**src/rtl/prio_intc_pkg.sv**
```systemverilog
package prio_intc_pkg;
   localparam int NUM_SRC = 17;
   localparam int LVL_W   = 4;
   localparam int CODE_W  = 11;
   localparam int NUM_CAND = NUM_SRC + 1;
   localparam logic [LVL_W-1:0] EXT_IDLE = 4'hF;

   typedef struct packed {
      logic              req;
      logic [LVL_W-1:0]  lvl;
      logic [CODE_W-1:0] code;
   } win_t;

   // Event code of internal source i.
   function automatic logic [CODE_W-1:0] src_code(input int i);
      if (i < 12) return CODE_W'(11'h400 + 11'(i) * 11'h20);
      else        return CODE_W'(11'h640 + 11'(i - 12) * 11'h20);
   endfunction

   // Priority field that serves internal source i.
   function automatic int src_field(input int i);
      case (i)
         0:               return 0;
         1:               return 1;
         2, 3:            return 2;
         4, 5, 6:         return 3;
         7, 8, 9, 10:     return 5;
         11:              return 4;
         default:         return 6;
      endcase
   endfunction
endpackage

```
**src/rtl/prio_intc_cfg.sv**
```systemverilog
module prio_intc_cfg
   import prio_intc_pkg::*;
#(
   parameter int PRIO_REGS = 2,
   parameter int PRIO_W    = 16,
   parameter int MASK_W    = 32,
   parameter int ADDR_W    = 3,
   parameter int DATA_W    = 32
) (
   input  logic                            clk,
   input  logic                            rst_n,
   input  logic                            we,
   input  logic [ADDR_W-1:0]               addr,
   input  logic [DATA_W-1:0]               wdata,
   output logic [PRIO_REGS*PRIO_W-1:0]     prio_flat,
   output logic [MASK_W-1:0]               mask,
   output logic [DATA_W-1:0]               rdata
);
   localparam int SET_A = PRIO_REGS;
   localparam int CLR_A = PRIO_REGS + 1;

   logic [PRIO_W-1:0] prio_q [PRIO_REGS];
   logic [MASK_W-1:0] mask_q;

   genvar g;
   generate
      for (g = 0; g < PRIO_REGS; g++) begin : g_prio
         always_ff @(posedge clk or negedge rst_n) begin
            if (!rst_n)
               prio_q[g] <= '0;
            else if (we && addr == ADDR_W'(g))
               prio_q[g] <= wdata[PRIO_W-1:0];
         end
         assign prio_flat[g*PRIO_W +: PRIO_W] = prio_q[g];
      end
   endgenerate

   always_ff @(posedge clk or negedge rst_n) begin
      if (!rst_n)
         mask_q <= '0;
      else if (we && addr == ADDR_W'(SET_A))
         mask_q <= mask_q | wdata[MASK_W-1:0];
      else if (we && addr == ADDR_W'(CLR_A))
         mask_q <= mask_q & ~wdata[MASK_W-1:0];
   end

   assign mask = mask_q;

   always_comb begin
      rdata = '0;
      for (int r = 0; r < PRIO_REGS; r++)
         if (addr == ADDR_W'(r)) rdata[PRIO_W-1:0] = prio_q[r];
      if (addr == ADDR_W'(SET_A) || addr == ADDR_W'(CLR_A))
         rdata[MASK_W-1:0] = mask_q;
   end
endmodule

```
**src/rtl/prio_intc_ext.sv**
```systemverilog
module prio_intc_ext
   import prio_intc_pkg::*;
(
   input  logic [LVL_W-1:0]  ext_lvl,
   output logic [LVL_W-1:0]  lvl,
   output logic [CODE_W-1:0] code
);
   always_comb begin
      if (ext_lvl == EXT_IDLE) begin
         lvl  = '0;
         code = '0;
      end else begin
         lvl  = EXT_IDLE - ext_lvl;
         code = CODE_W'(11'h200 + {2'b0, ext_lvl, 5'b0});
      end
   end
endmodule

```
**src/rtl/prio_intc_arb.sv**
```systemverilog
module prio_intc_arb
   import prio_intc_pkg::*;
#(
   parameter int NC = NUM_CAND
) (
   input  logic [NC-1:0][LVL_W-1:0]  cand_lvl,
   input  logic [NC-1:0][CODE_W-1:0] cand_code,
   output win_t                      win
);
   // Candidates arrive in ascending event-code order; a strict compare
   // keeps the earlier (lower code) one on equal priority.
   always_comb begin
      win = '0;
      for (int c = 0; c < NC; c++) begin
         if (cand_lvl[c] > win.lvl) begin
            win.req  = 1'b1;
            win.lvl  = cand_lvl[c];
            win.code = cand_code[c];
         end
      end
   end
endmodule

```
**src/rtl/prio_intc.sv**
```systemverilog
module prio_intc
   import prio_intc_pkg::*;
#(
   parameter int PRIO_REGS = 2,
   parameter int PRIO_W    = 16,
   parameter int MASK_W    = 32,
   parameter int ADDR_W    = 3,
   parameter int DATA_W    = 32
) (
   input  logic                 clk,
   input  logic                 rst_n,
   input  logic [NUM_SRC-1:0]   src_pend,
   input  logic [LVL_W-1:0]     ext_lvl,
   input  logic                 bus_we,
   input  logic [ADDR_W-1:0]    bus_addr,
   input  logic [DATA_W-1:0]    bus_wdata,
   output logic [DATA_W-1:0]    bus_rdata,
   output logic                 irq_req,
   output logic [LVL_W-1:0]     irq_lvl,
   output logic [CODE_W-1:0]    irq_code
);
   localparam int FIELDS   = PRIO_REGS * (PRIO_W / LVL_W);
   localparam int CODE_A   = PRIO_REGS + 2;

   generate
      if (PRIO_W % LVL_W != 0) begin : g_bad_w
         $error("priority register width must hold whole fields");
      end
      if (NUM_SRC > MASK_W || MASK_W > DATA_W) begin : g_bad_mask
         $error("mask too narrow for sources or too wide for bus");
      end
      if (PRIO_REGS + 3 > (1 << ADDR_W)) begin : g_bad_addr
         $error("address space too small for register set");
      end
      if (FIELDS < 7) begin : g_bad_fields
         $error("source map needs at least seven priority fields");
      end
   endgenerate

   logic [PRIO_REGS*PRIO_W-1:0] prio_flat;
   logic [MASK_W-1:0]           mask_all;
   logic [NUM_SRC-1:0]          mask_vec;
   logic [DATA_W-1:0]           cfg_rdata;

   prio_intc_cfg #(
      .PRIO_REGS(PRIO_REGS), .PRIO_W(PRIO_W), .MASK_W(MASK_W),
      .ADDR_W(ADDR_W), .DATA_W(DATA_W)
   ) u_cfg (
      .clk(clk), .rst_n(rst_n), .we(bus_we), .addr(bus_addr),
      .wdata(bus_wdata), .prio_flat(prio_flat), .mask(mask_all),
      .rdata(cfg_rdata)
   );

   assign mask_vec = mask_all[NUM_SRC-1:0];

   logic [NUM_CAND-1:0][LVL_W-1:0]  cand_lvl;
   logic [NUM_CAND-1:0][CODE_W-1:0] cand_code;

   prio_intc_ext u_ext (
      .ext_lvl(ext_lvl), .lvl(cand_lvl[0]), .code(cand_code[0])
   );

   genvar s;
   generate
      for (s = 0; s < NUM_SRC; s++) begin : g_src
         localparam int FLD = src_field(s);
         logic [LVL_W-1:0] fld_val;
         assign fld_val = prio_flat[FLD*LVL_W +: LVL_W];
         assign cand_lvl[s+1]  = (src_pend[s] && !mask_vec[s]) ? fld_val : '0;
         assign cand_code[s+1] = src_code(s);
      end
   endgenerate

   win_t win, win_q;

   prio_intc_arb #(.NC(NUM_CAND)) u_arb (
      .cand_lvl(cand_lvl), .cand_code(cand_code), .win(win)
   );

   always_ff @(posedge clk or negedge rst_n) begin
      if (!rst_n) begin
         win_q     <= '0;
         bus_rdata <= '0;
      end else begin
         win_q     <= win;
         bus_rdata <= (bus_addr == ADDR_W'(CODE_A))
                      ? DATA_W'(win_q.code) : cfg_rdata;
      end
   end

   assign irq_req  = win_q.req;
   assign irq_lvl  = win_q.lvl;
   assign irq_code = win_q.code;
endmodule

```
**config.mk**
```make
export PLATFORM = sky130hd
export DESIGN_NAME = prio_intc
export DESIGN_NICKNAME = d
export VERILOG_FILES = /design/src/rtl/prio_intc_pkg.sv /design/src/rtl/prio_intc_cfg.sv /design/src/rtl/prio_intc_ext.sv /design/src/rtl/prio_intc_arb.sv /design/src/rtl/prio_intc.sv
export SDC_FILE = /design/constraint.sdc
export NUM_CORES = 1
export LEC_CHECK = 0
export BUFFER_PORTS_ARGS = -buffer_cell sky130_fd_sc_hd__buf_2
export CAP_MARGIN = 30
export CORE_MARGIN = 10
export CORE_UTILIZATION = 55
export DETAILED_ROUTE_END_ITERATION = 12
export PLACE_DENSITY = 0.76
export SYNTH_ARGS = -nofsm -noshare
export SYNTH_HDL_FRONTEND = slang
export SYNTH_SLANG_ARGS = --single-unit
```
**constraint.sdc**
```tcl
create_clock -name clk -period 30 [get_ports clk]
set_input_delay 0 -clock clk [delete_from_list [all_inputs] [get_ports clk]]
set_output_delay 0 -clock clk [all_outputs]
set_load 0.05 [all_outputs]
```
==> flow_summary.json <==
{
  "status": "completed",
  "worstSetupStartpointType": "register",
  "die_w_um": 145,
  "hold_viol_final": 0,
  "max-slew-margin-rel_pct": 32.9,
  "std_cell_rows": 45,
  "routed_via_density": 6.09,
  "min_from": "ext_lvl[0]",
  "vias": 8196,
  "r2r-end": "irq_lvl[0]",
  "drive_gt1_share_pct": 18.9,
  "synth_area_um2": 8610,
  "worstPathRequired_ns": 30.22,
  "grt_pass1_wl_um": 39700,
  "rsz0062_at_grt": "no",
  "grt_max_degree": 67,
  "fmax_ghz": 0.0361,
  "timing.final.crit_share_pct": 92.4,
  "ios": 107,
  "place_congestion": 0.955,
  "yosysTopAreaCellShare_pct": 31.1,
  "synth_edf_count": 0,
  "hpwlAfterDp_um": 18100,
  "finalWorstPathRequiredPeriod_ns": 27.71,
  "r2r_setup_slack_ns": 2.29,
  "cts_tree": "built",
  "critical_path_arrival_ns": 27.92,
  "drtIter0Drc": 695,
  "syn_area_per_cell_um2": 8.41,
  "drv_cap": 0,
  "clk_latency_ns": 0.36,
  "cpPeakStageDelay_ns": 0.64,
  "antenna_found_initial": 1,
  "nNetsFinal": 1230,
  "areaGrowthSynthToFinish_pct": 14.7,
  "maxSlewViolCount": 0,
  "grt_pass1_vias": 7908,
  "routed_wl_um": 24300,
  "cts_buffers": 9,
  "ys_types": 104,
  "min_to": "irq_req",
  "worstMarginPinSlew_ns": 1.01,
  "cp_max_fo": 9,
  "fillers": 1292,
  "htreeDepth": 3,
  "fin_worst_skew_ns": 0.0118,
  "clkTransAtPathRegs_ns": 0.08,
  "dieHeight_um": 145,
  "crit_path_frequent_cell": "ha_1",
  "fp.coreArea_um2": 15300,
  "track_usage_pct": 22.2,
  "synth_top_flop_cell": "dfrtp_1",
  "post-place-cells": 1297,
  "setup_viol_count_final": 0,
  "cts.root.buffer_cell": "clkbuf_16",
  "holdPathStages": 4,
  "synth_cells": 1024,
  "min_path_type": "input port to register",
  "clockBufferDepth": 2,
  "ys_ff_latch": 107,
  "antenna_cells": 0,
  "initial_core_util_pct": 56.4,
  "numPortBuffers": 101,
  "reg2reg_depth": 118,
  "gr-total-overflow": 0,
  "synthArstFlopShare_pct": 100,
  "drc": 0,
  "critPathSlowestCell": "or4_1",
  "synth_area_leaders": "dfrtp_1 (31%), ha_1 (6.0%), nand2_1 (5.9%)",
  "clock-sinks": 107,
  "fin_tns_setup_ns": 0,
  "ant_nets": 0,
  "synth-seq-area-share_pct": 31.1,
  "yosysWarnings": 0,
  "fin_cells": 1346,
  "critPathCaptureType": "register",
  "wire_per_inst_um": 18.0,
  "yosys.area.top_type": "dfrtp_1",
  "critPathKind": "register to register",
  "dieArea_um2": 21100,
  "drtPass1Iterations": 5,
  "cts_setup_buffers": 0
}
-- metrics by stage --
step	utilization [%]	area, um^2	worst slack (ns)	hold WS [ns]
floorplan	-	8630	5.74	-0.296
CTS	64.7	9870	2.58	0.103
global route	64.7	9880	0.0987	0.121
finish	64.7	9880	2.29	0.116
detailed placement	60.5	9240	2.71	0.0210
global placement	60.5	9240	3.19	0.0171
-- worst max-delay path, delay by kind of cell (launching register included) --
| kind | cells | cell delay, ns |
|---|---|---|
| AOI/OAI and AO/OA | 56 | 12.73 |
| adders and majority gates | 21 | 6.67 |
| muxes | 4 | 1.22 |
| DFF | 1 | 0.41 |
| buffers and inverters | 1 | 0.07 |
| and+or+nand+nor | 36 | 6.43 |
-- cell usage in the layout, fill, tap and decap left out, types with 5 or more instances in the layout --
master / netlist / final
nand3_1: 23 / 23
ha_1: 41 / 41
o211ai_1: 12 / 12
buf_4: 5 / 5
nand2_1: 136 / 136
o21a_1: 9 / 9
maj3_1: 5 / 5
clkbuf_16: 0 / 9
dlygate4sd3_1: 0 / 33
a21oi_1: 72 / 72
nor3_1: 16 / 15
o31ai_1: 14 / 14
and3_1: 8 / 8
nor2b_1: 24 / 24
xnor2_1: 8 / 8
or2_2: 5 / 5
mux2i_1: 20 / 20
o21ai_0: 58 / 58
a21o_1: 6 / 6
buf_2: 3 / 100
o31a_1: 9 / 9
nor2_1: 89 / 89
and2_1: 62 / 61
inv_1: 31 / 31
mux2_2: 34 / 34
o22ai_1: 9 / 9
nand4_1: 6 / 6
conb_1: 1 / 5
dfrtp_1: 107 / 107
or3_1: 8 / 8
a31oi_1: 32 / 32
a211oi_1: 7 / 7
-- synth_stat cells, types with 5 or more instances --
cell      instances
nor2_1           89
nand4_1           6
mux2_2           34
o22ai_1           9
mux2i_1          20
a21oi_1          72
buf_1             7
maj3_1            5
nor3_1           16
and2_1           62
buf_4             5
a21o_1            6
o31ai_1          14
or2_2             5
nand3_1          23
a31oi_1          32
o21a_1            9
ha_1             41
and3_1            8
xnor2_1           8
nand2_1         136
a211oi_1          7
dfrtp_1         107
or3_1             8
o21ai_0          58
o31a_1            9
clkbuf_1         30
nor2b_1          24
inv_1            31
o211ai_1         12
-- final cells by class --
class / instances / area (um^2) / share of cell area (%)
well taps: 211 / 264 / 2.67
clock inverters: 7 / 77.6 / 0.785
inverters: 31 / 116 / 1.18
multi-input cells: 843 / 5650 / 57.2
flip-flops and latches: 107 / 2680 / 27.1
repair buffers: 138 / 868 / 8.79
clock buffers: 9 / 225 / 2.28
-- what timing repair did --
action / in CTS / in global routing
hold buffers: 33 / 0
hold endpoints to repair: 105 / 0
resized for setup: 0 / 1
setup endpoints to repair: 0 / 3
-- layer usage --
metal	track usage [%]	share of wire, %	up-vias	wire length [um]
li1	-	-	3963	-
met1	28.4	44	3906	10700
met2	36.6	47	286	11300
met3	5.06	7.2	39	1750
met4	6.37	2.3	2	550
met5	0	0.054	-	13
-- worst max-delay path by stage --
stage | start | endpoint | slack (ns) | cells past startpoint
after global routing | register | irq_lvl[3] | 0.1 | 117
final | register | irq_lvl[0] | 2.29 | 118
after floorplan | register | irq_lvl[0] | 5.74 | 119
after detailed placement | register | irq_lvl[0] | 2.71 | 117
after CTS | register | irq_lvl[0] | 2.58 | 117
after global placement | register | irq_lvl[0] | 3.19 | 117
-- cell families after synthesis --
family | synth area share [%]
buffers and inverters | 3.84
XOR/XNOR | 1.02
AO/OA/AOI/OAI | 26.4
AND/OR/NAND/NOR | 23.6
flip-flops | 31.1
other | 0.0435
adder cells (fa/ha/maj) | 6.54
multiplexers | 7.47
Power is left out: the tool's default activity adds up to more than one toggle a clock period on the data nets, which glitch-free logic cannot reach.
